File: src/rtl/txsym_pkg.sv
package txsym_pkg;

  localparam int NIB_W = 4;
  localparam int SYM_W = 5;

  localparam logic [SYM_W-1:0] CG_IDLE = 5'b11111;
  localparam logic [SYM_W-1:0] CG_J    = 5'b11000;
  localparam logic [SYM_W-1:0] CG_K    = 5'b10001;
  localparam logic [SYM_W-1:0] CG_T    = 5'b01101;
  localparam logic [SYM_W-1:0] CG_R    = 5'b00111;
  localparam logic [SYM_W-1:0] CG_H    = 5'b00100;

  // sequencer position: what the next sampled edge will decide
  typedef enum logic [1:0] {
    SQ_IDLE = 2'd0,
    SQ_SSD2 = 2'd1,
    SQ_DATA = 2'd2,
    SQ_ESD2 = 2'd3
  } seq_t;

  // which code group the output register loads
  typedef enum logic [2:0] {
    PICK_IDLE = 3'd0,
    PICK_J    = 3'd1,
    PICK_K    = 3'd2,
    PICK_DATA = 3'd3,
    PICK_ERR  = 3'd4,
    PICK_T    = 3'd5,
    PICK_R    = 3'd6
  } pick_t;

endpackage

File: src/rtl/txsym_nib_enc.sv
module txsym_nib_enc
  import txsym_pkg::*;
(
  input  logic [NIB_W-1:0] nib,
  output logic [SYM_W-1:0] code
);

  always_comb begin
    unique case (nib)
      4'h0: code = 5'b11110;
      4'h1: code = 5'b01001;
      4'h2: code = 5'b10100;
      4'h3: code = 5'b10101;
      4'h4: code = 5'b01010;
      4'h5: code = 5'b01011;
      4'h6: code = 5'b01110;
      4'h7: code = 5'b01111;
      4'h8: code = 5'b10010;
      4'h9: code = 5'b10011;
      4'hA: code = 5'b10110;
      4'hB: code = 5'b10111;
      4'hC: code = 5'b11010;
      4'hD: code = 5'b11011;
      4'hE: code = 5'b11100;
      default: code = 5'b11101;
    endcase
  end

endmodule

File: src/rtl/txsym_seq.sv
module txsym_seq
  import txsym_pkg::*;
(
  input  logic  clk,
  input  logic  rst,
  input  logic  en,
  input  logic  err,
  output pick_t pick
);

  seq_t cur, nxt;

  always_comb begin
    nxt  = cur;
    pick = PICK_IDLE;
    unique case (cur)
      SQ_IDLE: begin
        if (en) begin
          pick = PICK_J;   // first preamble nibble replaced
          nxt  = SQ_SSD2;
        end
      end
      SQ_SSD2: begin
        if (en) begin
          pick = PICK_K;   // second preamble nibble replaced
          nxt  = SQ_DATA;
        end else begin
          pick = PICK_T;   // frame ended right after J
          nxt  = SQ_ESD2;
        end
      end
      SQ_DATA: begin
        if (en) begin
          pick = err ? PICK_ERR : PICK_DATA;
        end else begin
          pick = PICK_T;
          nxt  = SQ_ESD2;
        end
      end
      default: begin
        pick = PICK_R;     // enable ignored while R goes out
        nxt  = SQ_IDLE;
      end
    endcase
  end

  always_ff @(posedge clk) begin
    if (rst) cur <= SQ_IDLE;
    else     cur <= nxt;
  end

endmodule

File: src/rtl/txsym_outreg.sv
module txsym_outreg
  import txsym_pkg::*;
(
  input  logic             clk,
  input  logic             rst,
  input  pick_t            pick,
  input  logic [SYM_W-1:0] data_code,
  output logic [SYM_W-1:0] code_q
);

  logic [SYM_W-1:0] code_d;

  always_comb begin
    unique case (pick)
      PICK_J:    code_d = CG_J;
      PICK_K:    code_d = CG_K;
      PICK_DATA: code_d = data_code;
      PICK_ERR:  code_d = CG_H;
      PICK_T:    code_d = CG_T;
      PICK_R:    code_d = CG_R;
      default:   code_d = CG_IDLE;
    endcase
  end

  always_ff @(posedge clk) begin
    if (rst) code_q <= CG_IDLE;
    else     code_q <= code_d;
  end

endmodule

File: src/rtl/txsym_framer.sv
module txsym_framer
  import txsym_pkg::*;
(
  input  logic             clk,
  input  logic             rst,
  input  logic             tx_en,
  input  logic             tx_er,
  input  logic [NIB_W-1:0] tx_nib,
  output logic [SYM_W-1:0] code_out
);

  logic [SYM_W-1:0] enc_code;
  pick_t            pick;

  txsym_nib_enc u_enc (
    .nib  (tx_nib),
    .code (enc_code)
  );

  txsym_seq u_seq (
    .clk  (clk),
    .rst  (rst),
    .en   (tx_en),
    .err  (tx_er),
    .pick (pick)
  );

  txsym_outreg u_out (
    .clk       (clk),
    .rst       (rst),
    .pick      (pick),
    .data_code (enc_code),
    .code_q    (code_out)
  );

endmodule

File: config.mk
export PLATFORM = sky130hd
export DESIGN_NAME = txsym_framer
export DESIGN_NICKNAME = d
export VERILOG_FILES = /design/src/rtl/txsym_pkg.sv /design/src/rtl/txsym_nib_enc.sv /design/src/rtl/txsym_seq.sv /design/src/rtl/txsym_outreg.sv /design/src/rtl/txsym_framer.sv
export SDC_FILE = /design/constraint.sdc
export NUM_CORES = 1
export LEC_CHECK = 0
export BUFFER_PORTS_ARGS = -buffer_cell sky130_fd_sc_hd__buf_2
export CAP_MARGIN = 20
export CORE_MARGIN = 2
export CORE_UTILIZATION = 32
export DETAILED_ROUTE_END_ITERATION = 10
export PLACE_DENSITY_LB_ADDON = 0.05
export RECOVER_POWER = 100
export SLEW_MARGIN = 20
export SYNTH_ARGS = -nofsm -noshare
export SYNTH_HDL_FRONTEND = slang
export SYNTH_SLANG_ARGS = --single-unit
export TNS_END_PERCENT = 10
File: constraint.sdc
create_clock -name clk -period 1.4 [get_ports clk]
set_input_delay 0.28 -clock clk [delete_from_list [all_inputs] [get_ports clk]]
set_output_delay 0.28 -clock clk [all_outputs]
set_load 0.01 [all_outputs]
* After elaboration in Yosys (flattened, before gate mapping)
Memories as Yosys holds them, arrays and structs flattened.
Cells that the tools add are included.
W data, S select, Z words.
** Storage, ports and cells
- Flip-flop bits (word level) :: 7
- Bits in read-only memories :: 80
- Input bits :: 8
- Output and inout port bits :: 5
- Logic and storage cells :: 25
- Memories :: 1
** Memories
- (name not given) :: words 16, bits a word 5, read ports 1, clocked after memory_dff 0, write ports 0, line txsym_nib_enc.sv:9 : unique case (nib)
** Cells by class
- Eq/ne operators :: 10
- Multiplexer cells :: 10
- Reduce and logical (&&, ||, !) cells :: 2
** Operators by type and width (count)
- $pmux W5 S6 :: 1
- $eq A3 B3 Y1 const B :: 3
- $mux W3 :: 3
- $pmux W3 S3 :: 1
- $eq A3 B2 Y1 const B :: 2
- $pmux W2 S3 :: 1
- $mux W2 :: 2
- $ne A2 B2 Y1 const B :: 2
- $eq A3 B1 Y1 const B :: 1
- $eq A2 B1 Y1 const B :: 1
- $eq A2 B2 Y1 const B :: 1
- $logic_not A2 Y1 :: 1
- $mux W1 :: 2
- $reduce_and A2 Y1 :: 1

* Logic depth before layout (Yosys ltp)
Gate-level depths: netlist of run 1.
- Depth after elaboration :: 5
- Gate-level depth with buffers :: 7

* Modules after synthesis
Synthesis of run 1 repeated with hierarchy kept, for this count alone.
** Second synthesis, totals
- Cells, all modules :: 57
- Area, all modules :: 499.2 µm²
** By module, submodules not included
- txsym_seq :: times used 1, cells an instance 25, area an instance 224.0 µm², seq. area each 40.0 µm²
- txsym_outreg :: times used 1, cells an instance 23, area an instance 210.2 µm², seq. area each 100.1 µm²
- txsym_nib_enc :: times used 1, cells an instance 9, area an instance 65.1 µm², seq. area each 0.0 µm²

* Least setup slack after synthesis of run 1
OpenSTA, ideal clock, no wires.
- Path type :: flip-flop to flip-flop
- From :: register u_seq.cur[1]
- To :: register u_out.code_q[0]
- Arrival time :: 1305 ps
- Data required time :: 1263 ps
- Path slack :: -41 ps
- Cell stages (with the launch flop) :: 8
- Buffers on the path :: 1
- Period minus slack after synthesis :: 1441 ps
- Cells stage by stage :: dfxtp_1 inv_1 ha_1 buf_6 nor2_2 nor3_1 a211oi_2 o221ai_1
** On the way
- Cells in the longest elaborated chain, start to end :: 4
- Elaborated cells between the ends (all ways) :: 11
** Ends and longest elaborated chain
- start: declaration :: line txsym_seq.sv:11 : seq_t cur, nxt;
- start signal: assignment :: line txsym_seq.sv:49 : else cur <= nxt;
- $eq A2 B2 Y1 (tied with other cells) :: line txsym_seq.sv:16 : unique case (cur)
- $pmux W3 S3 (*) :: line txsym_seq.sv:16
- $eq A3 B3 Y1 (tied with other cells) :: line txsym_outreg.sv:14 : unique case (pick)
- $pmux W5 S6 (*) :: line txsym_outreg.sv:14
- end signal: assignment :: line txsym_outreg.sv:27 : else code_q <= code_d;
- end: declaration :: line txsym_outreg.sv:8 : output logic [SYM_W-1:0] code_q
Every way passes the cells marked *; elsewhere a longest branch is shown, timed or not.
A chain may end at the register's enable or synchronous reset.

* Final worst setup path of run 1
- From :: register u_seq.cur[0]
- To :: register u_out.code_q[0]
Same word-level chain as after synthesis.

==> impl_metrics.csv, run 1 <==
group,metric,value,unit
outcome,status,"complete, but fails checks",
outcome,failed_checks,"setup timing",
logic_synthesis,syn_nets,83,
logic_synthesis,netlist_area,554,um2
timing,slew_headroom,83.9,%
grt,grt_antenna_before_repair,0,
critical_path,cp-start-kind,"flip-flop",
route,via_count,638,
job,cap_violations,0,
placed_design,place_congestion,0.783,
cells_and_area,area_growth,52.4,%
logic_synthesis,synth-seq-cells,7,
grt,grt.overflow.total,0,
timing,fin_crit_sh,103,%
placed_design,dp_worst_setup_slack,-0.203,ns
timing,finalHoldViolCount,0,
critical_path,worstSetupEndpointType,"flip-flop",
critical_path,regToRegEndpoint,"u_out.code_q[0]$_SDFF_PP1_",
floorplan,die_w,45.6,um
clocking,hold_buffers,0,
logic_synthesis,ys_warn_count,0,
logic_synthesis,synth_cell_types,33,
route,viasPerCell,5.50,
logic_synthesis,synth-compound-area-share,22.6,%
route,dr.pass1.iters,4,
logic_synthesis,synth_xor_area_share,1.58,%
critical_path,crit_fanout,7,
grt,track_usage,14.1,%
floorplan,start_util,33.2,%
min_path,hp-class,"primary input to flip-flop",
timing,fin_hold_ws,0.289,ns
grt,grt_pass1_wl,2.19,mm
cells_and_area,fin_nets,112,
logic_synthesis,ys.flop_type,"dfxtp_1",
logic_synthesis,synthCells,71,
placed_design,hpwl,1.04,mm
timing,setup_viol,2,
clocking,htree_levels,1,
clocking,numCtsBuffers,3,
cells_and_area,layout.cells.non_filler,116,
route,ant_nets,0,
logic_synthesis,syn_avg_cell_area,7.81,um2
grt,grt_max_degree,12,
power,cellPowerDensity,1740,nW/um2
logic_synthesis,synthTopCellsByArea,"dfxtp_1 25%, ha_1 9.0%, nand2_1 6.1%, a21oi_1 5.4%, buf_6 4.1%",
floorplan,io_pins,13,
cells_and_area,fin_area,845,um2
logic_synthesis,synthAdderAreaFrac,9.03,%
timing,period_minus_slack,1.45,ns
critical_path,arrival,1.55,ns
placed_design,port_buffers,12,
floorplan,die-area,2080,um2
power,p_leak,0.329,nW
route,wl_per_cell,13.9,um
logic_synthesis,synthTopCellsByCount,"9 x nand2_1, 7 x dfxtp_1, 6 x a21oi_1, 6 x nor2_1",
clocking,clkLatencyLatePin,0.24,ns
clocking,path_clk_slew,0.05,ns
critical_path,r2r-start,"u_seq.cur[0]$_SDFFE_PP0P_",
logic_synthesis,synthSimpleGateAreaFrac,29.8,%
route,drt-initial-drc-count,10,
timing,postLayoutSetupSlackWorst,-0.0465,ns
floorplan,rows,15,
timing,finClkSkew,0.000529,ns
route,drt_wl_total,1.61,mm
placed_design,dpl-instance-area,658,um2
clocking,cts-root-buf,"clkbuf_4",
logic_synthesis,synthMuxAreaShare,2.71,%
cells_and_area,antennaDiodeCount,0,
logic_synthesis,netlist.area_leader.share,25.3,%
logic_synthesis,synth_top_family_by_area,"simple AND/OR/NAND/NOR gates",
critical_path,critPathKind,"flip-flop to flip-flop",
critical_path,cp.required,1.50,ns
critical_path,crit_start,"u_seq.cur[0]$_SDFFE_PP0P_",
route,drc,0,
clocking,cts_sinks,7,
grt,grt_pass1_vias,520,
clocking,clock_path_buffers,2,
power,vdd_drop_max,0.744,mV
timing,rsz0062_at_grt,"yes",
timing,timing.final.max_slew_violations,0,
placed_design,dp_cells,103,
logic_synthesis,synth-edff-count,0,
timing,max_freq,691,MHz
critical_path,r2r_slack,-0.05,ns
logic_synthesis,yosysTopAreaCell,"dfxtp_1",
logic_synthesis,yosysMostFrequentCell,"nand2_1",
logic_synthesis,ys_async_sr_fraction,0,%
logic_synthesis,yosysSeqAreaShare,25.3,%
floorplan,coreArea,1670,um2
timing,tightest_slew,0.242,ns
critical_path,reg2reg_depth,6,
floorplan,die_y,45.6,um
cells_and_area,layout-drive-gt1-share,44.4,%
critical_path,endpoint,"u_out.code_q[0]$_SDFF_PP1_",
clocking,cts_tree,"done",
-- through the flow --
step / power, mW / setup TNS, ns / util [%]
6_report: 1.47 / -0.0590 / 50.6
3_5_place_dp: 0.991 / -0.763 / 39.4
4_1_cts: 1.30 / -0.00732 / 45.6
3_3_place_gp: 0.999 / -0.786 / 39.4
2_1_floorplan: 0.775 / -0.0270 / -
5_1_grt: 1.58 / -0.353 / 50.6
-- report_power, final --
group / internal [mW] / switching (mW)
registers: 0.285 / 0.0486
logic: 0.482 / 0.481
clock network: 0.108 / 0.0655
-- flip-flops by register name, indices dropped and copies added, names as in the netlist --
| register | count |
|---|---|
| u_out.code_q | 5 |
| u_seq.cur | 2 |
-- how the worst min path moves through the flow --
stage / endpoint / from / cells past startpoint
after global routing: u_seq.cur[0]$_SDFFE_PP0P_ / rst / 2
after floorplan: u_seq.cur[0]$_SDFFE_PP0P_ / rst / 1
after detailed placement: u_seq.cur[1]$_SDFFE_PP0P_ / u_seq.cur[1]$_SDFFE_PP0P_ / 2
after CTS: u_seq.cur[0]$_SDFFE_PP0P_ / rst / 2
final: u_seq.cur[0]$_SDFFE_PP0P_ / rst / 2
after global placement: u_seq.cur[1]$_SDFFE_PP0P_ / u_seq.cur[1]$_SDFFE_PP0P_ / 2
-- worst max-delay path: stages, from the launching register on --
cell      delay, ns
dfxtp_4        0.35
buf_6          0.11
ha_4           0.19
nor2_4         0.18
nor3_4         0.07
a211oi_2       0.24
o221ai_1       0.17
-- cell type report --
type | instances | area (um2)
Inverter | 4 | 17.5
Multi-Input combinational cell | 56 | 450
Sequential cell | 7 | 148
Tap cell | 17 | 21.3
Clock buffer | 4 | 26.3
Timing Repair Buffer | 28 | 181
Fill cell | 161 | 826
-- layer usage --
layer  vias to the layer above  global-route usage, %  wire [um]
met1                       293                   19.3        670
met3                         0                   3.57        104
met5                         -                      0          0
met4                         0                  0.588          0
met2                        35                   23.4        836
li1                        310                      -          -
-- logic make-up after synthesis --
logic type / after synthesis
adder cells (fa/ha/maj): 4
buffers and inverters: 8
AO/OA/AOI/OAI: 19
flip-flops: 7
multiplexers: 1
XOR/XNOR: 1
AND/OR/NAND/NOR: 31
-- cell usage in the layout (no fill, tap or decap), drive strengths merged, types with 2 or more instances in the layout --
master / netlist / final
dfxtp: 7 / 7
nand3: 3 / 3
ha: 4 / 4
buf: 4 / 23
nor2: 7 / 7
nand2b: 2 / 2
clkbuf: 0 / 9
a21oi: 7 / 7
inv: 4 / 4
nor3: 4 / 4
o21ai: 4 / 4
nand2: 9 / 9
-- what timing repair did --
action / 4_1_cts / 5_1_grt
resized for setup: 14 / 12
pin swaps: 5 / 8
setup buffers: 2 / 7
setup endpoints to repair: 7 / 7
(Power assumes the default switching activity.)
==> inputs of run 2 (changes only) <==
REMOVE_ABC_BUFFERS = 1   (was unset)
==> run 2 against run 1 <==
  * The flow now finishes without violations
  * Fmax is 5.8% higher
  * Register-to-register slack better by 0.08 ns
  * Critical path depth down 1
  * Clock-buffer cell count stayed put
  * Largest power group unchanged
==> impl_metrics.csv, run 2 (synthesis results as in run 1) <==
group,metric,value,unit
critical_path,cp-start-kind,"flip-flop",
critical_path,crit_start,"u_seq.cur[0]$_SDFFE_PP0P_",
cells_and_area,regMostFlops,"u_out.code_q",
route,ant_nets,0,
power,p_leak,0.280,nW
timing,fin_setup_tns,0,ns
critical_path,path_cells,"buf_6 > ha_2 > nand2b_4 > a311oi_1 > o221ai_1",
floorplan,coreArea,1670,um2
placed_design,dp_worst_setup_slack,-0.0958,ns
placed_design,place_congestion,0.790,
grt,grt_max_degree,11,
clocking,htree_levels,1,
clocking,path_clk_slew,0.06,ns
cells_and_area,fin_area,777,um2
clocking,cts_sinks,7,
grt,grt_pass1_wl,2.23,mm
critical_path,r2r_slack,0.03,ns
timing,setup_viol,0,
clocking,clkLatencyLatePin,0.26,ns
cells_and_area,fin_nets,103,
critical_path,endpoint,"u_out.code_q[0]$_SDFF_PP1_",
critical_path,cp.required,1.53,ns
clocking,hold_buffers,0,
cells_and_area,layout-drive-gt1-share,41.1,%
clocking,cts_tree,"done",
floorplan,start_util,33.2,%
route,drc,0,
floorplan,io_pins,13,
power,seq_power_share,23.8,%
route,drt_wl_total,1.37,mm
route,dr.pass1.iters,4,
floorplan,die_w,45.6,um
clocking,clock_path_buffers,2,
timing,period_minus_slack,1.37,ns
critical_path,arrival,1.50,ns
grt,grt.overflow.total,0,
route,via_count,572,
clocking,cts_setup_buffers,0,
critical_path,max_stage_delay,0.33,ns
power,switching_share,41.6,%
route,wl_per_cell,12.8,um
critical_path,crit_family,"compound AO/OA/AOI/OAI gates",
critical_path,critPathKind,"flip-flop to flip-flop",
grt,track_usage,15.2,%
critical_path,slowest_stage,"dfxtp_2",
timing,max_freq,731,MHz
power,power.internal,0.789,mW
timing,fin_crit_sh,97.7,%
critical_path,crit_fanout,4,
floorplan,die_y,45.6,um
outcome,status,"complete, no violations",
timing,fin_hold_ws,0.273,ns
placed_design,dpl-instance-area,653,um2
floorplan,rows,15,
placed_design,hpwl,1000,um
cells_and_area,area_growth,40.2,%
clocking,cts-root-buf,"clkbuf_4",
cells_and_area,reg_top3,"u_out.code_q x5, u_seq.cur x2",
critical_path,worstSetupEndpointType,"flip-flop",
critical_path,r2r-start,"u_seq.cur[0]$_SDFFE_PP0P_",
timing,finalHoldViolCount,0,
route,viasPerCell,5.35,
power,switchingPower,0.561,mW
critical_path,crit_buf_inv,1,
min_path,hp-class,"primary input to flip-flop",
cells_and_area,antennaDiodeCount,0,
job,cap_violations,0,
timing,timing.final.max_slew_violations,0,
timing,rsz0062_at_grt,"yes",
critical_path,regToRegEndpoint,"u_out.code_q[0]$_SDFF_PP1_",
timing,postLayoutSetupSlackWorst,0.0327,ns
placed_design,port_buffers,12,
power,cellPowerDensity,1740,nW/um2
power,combPwrFrac,61.7,%
route,drt-initial-drc-count,22,
critical_path,crit_cells,5,
grt,grt_antenna_before_repair,0,
timing,finClkSkew,0.00873,ns
timing,slew_headroom,83.2,%
cells_and_area,final_cell_mix,"8 x nand2_1, 8 x buf_2, 6 x nor2_1, 6 x a21oi_1, 6 x clkbuf_1",
power,vdd_drop_max,0.805,mV
cells_and_area,largest_reg_flops,5,
power,pwr-share-clk,14.5,%
grt,grt_pass1_vias,486,
critical_path,reg2reg_depth,5,
timing,tightest_slew,0.251,ns
floorplan,die-area,2080,um2
clocking,numCtsBuffers,3,
[run 2: cell types whose count changed in the layout (fill, tap and decap cells not counted), sizes merged]
cell	change
buf	-9
[run 2: worst min path at each step]
stage | startpoint | end | slack [ns] | cells past startpoint
after floorplan | rst | u_seq.cur[0]$_SDFFE_PP0P_ | 0.35 | 1
after global placement | u_seq.cur[1]$_SDFFE_PP0P_ | u_seq.cur[1]$_SDFFE_PP0P_ | 0.51 | 2
after detailed placement | u_seq.cur[1]$_SDFFE_PP0P_ | u_seq.cur[1]$_SDFFE_PP0P_ | 0.51 | 2
after CTS | rst | u_seq.cur[1]$_SDFFE_PP0P_ | 0.26 | 2
after global routing | tx_nib[0] | u_out.code_q[0]$_SDFF_PP1_ | 0.29 | 3
final | tx_nib[0] | u_out.code_q[0]$_SDFF_PP1_ | 0.27 | 3
[run 2: layer usage]
metal  vias up  routed length [um]  track usage [%]
met1       261                 665             21.1
met5         -                   0                0
met4         0                   0             5.29
met3         0                  76             4.76
met2        18                 625             22.0
li1        293                   -                -
[run 2: timing repair]
action,in CTS,in global routing
pin swaps,0,6
setup endpoints to repair,6,7
endpoints found under the hold margin,0,0
resized for setup,6,19
[run 2: layout make-up]
| cell class | count | area [um2] |
|---|---|---|
| Clock buffer | 4 | 26.3 |
| Fill cell | 174 | 893 |
| Inverter | 4 | 17.5 |
| Multi-Input combinational cell | 56 | 455 |
| Sequential cell | 7 | 145 |
| Tap cell | 17 | 21.3 |
| Timing Repair Buffer | 19 | 111 |
[run 2: power by group through the flow]
stage          clock network [mW]  registers [mW]  logic, mW
4_1_cts                     0.203           0.303      0.709
3_3_place_gp                    0           0.304      0.691
3_5_place_dp                    0           0.305      0.673
6_report                    0.196           0.322      0.832
5_1_grt                     0.216           0.330      0.917
2_1_floorplan                   0           0.336      0.387
[run 2: per-stage QoR]
step | util (%) | instances | total power, mW
final | 46.5 | 107 | 1.35
after CTS | 42.0 | 107 | 1.21
after global routing | 46.5 | 107 | 1.46
after detailed placement | 39.1 | 103 | 0.977
after floorplan | - | 67 | 0.724
after global placement | 39.1 | 103 | 0.995
[run 2: tightest hold or removal path: stages]
cell and delay, ns:
buf_2 0.11, nand2_1 0.05, o221ai_1 0.06
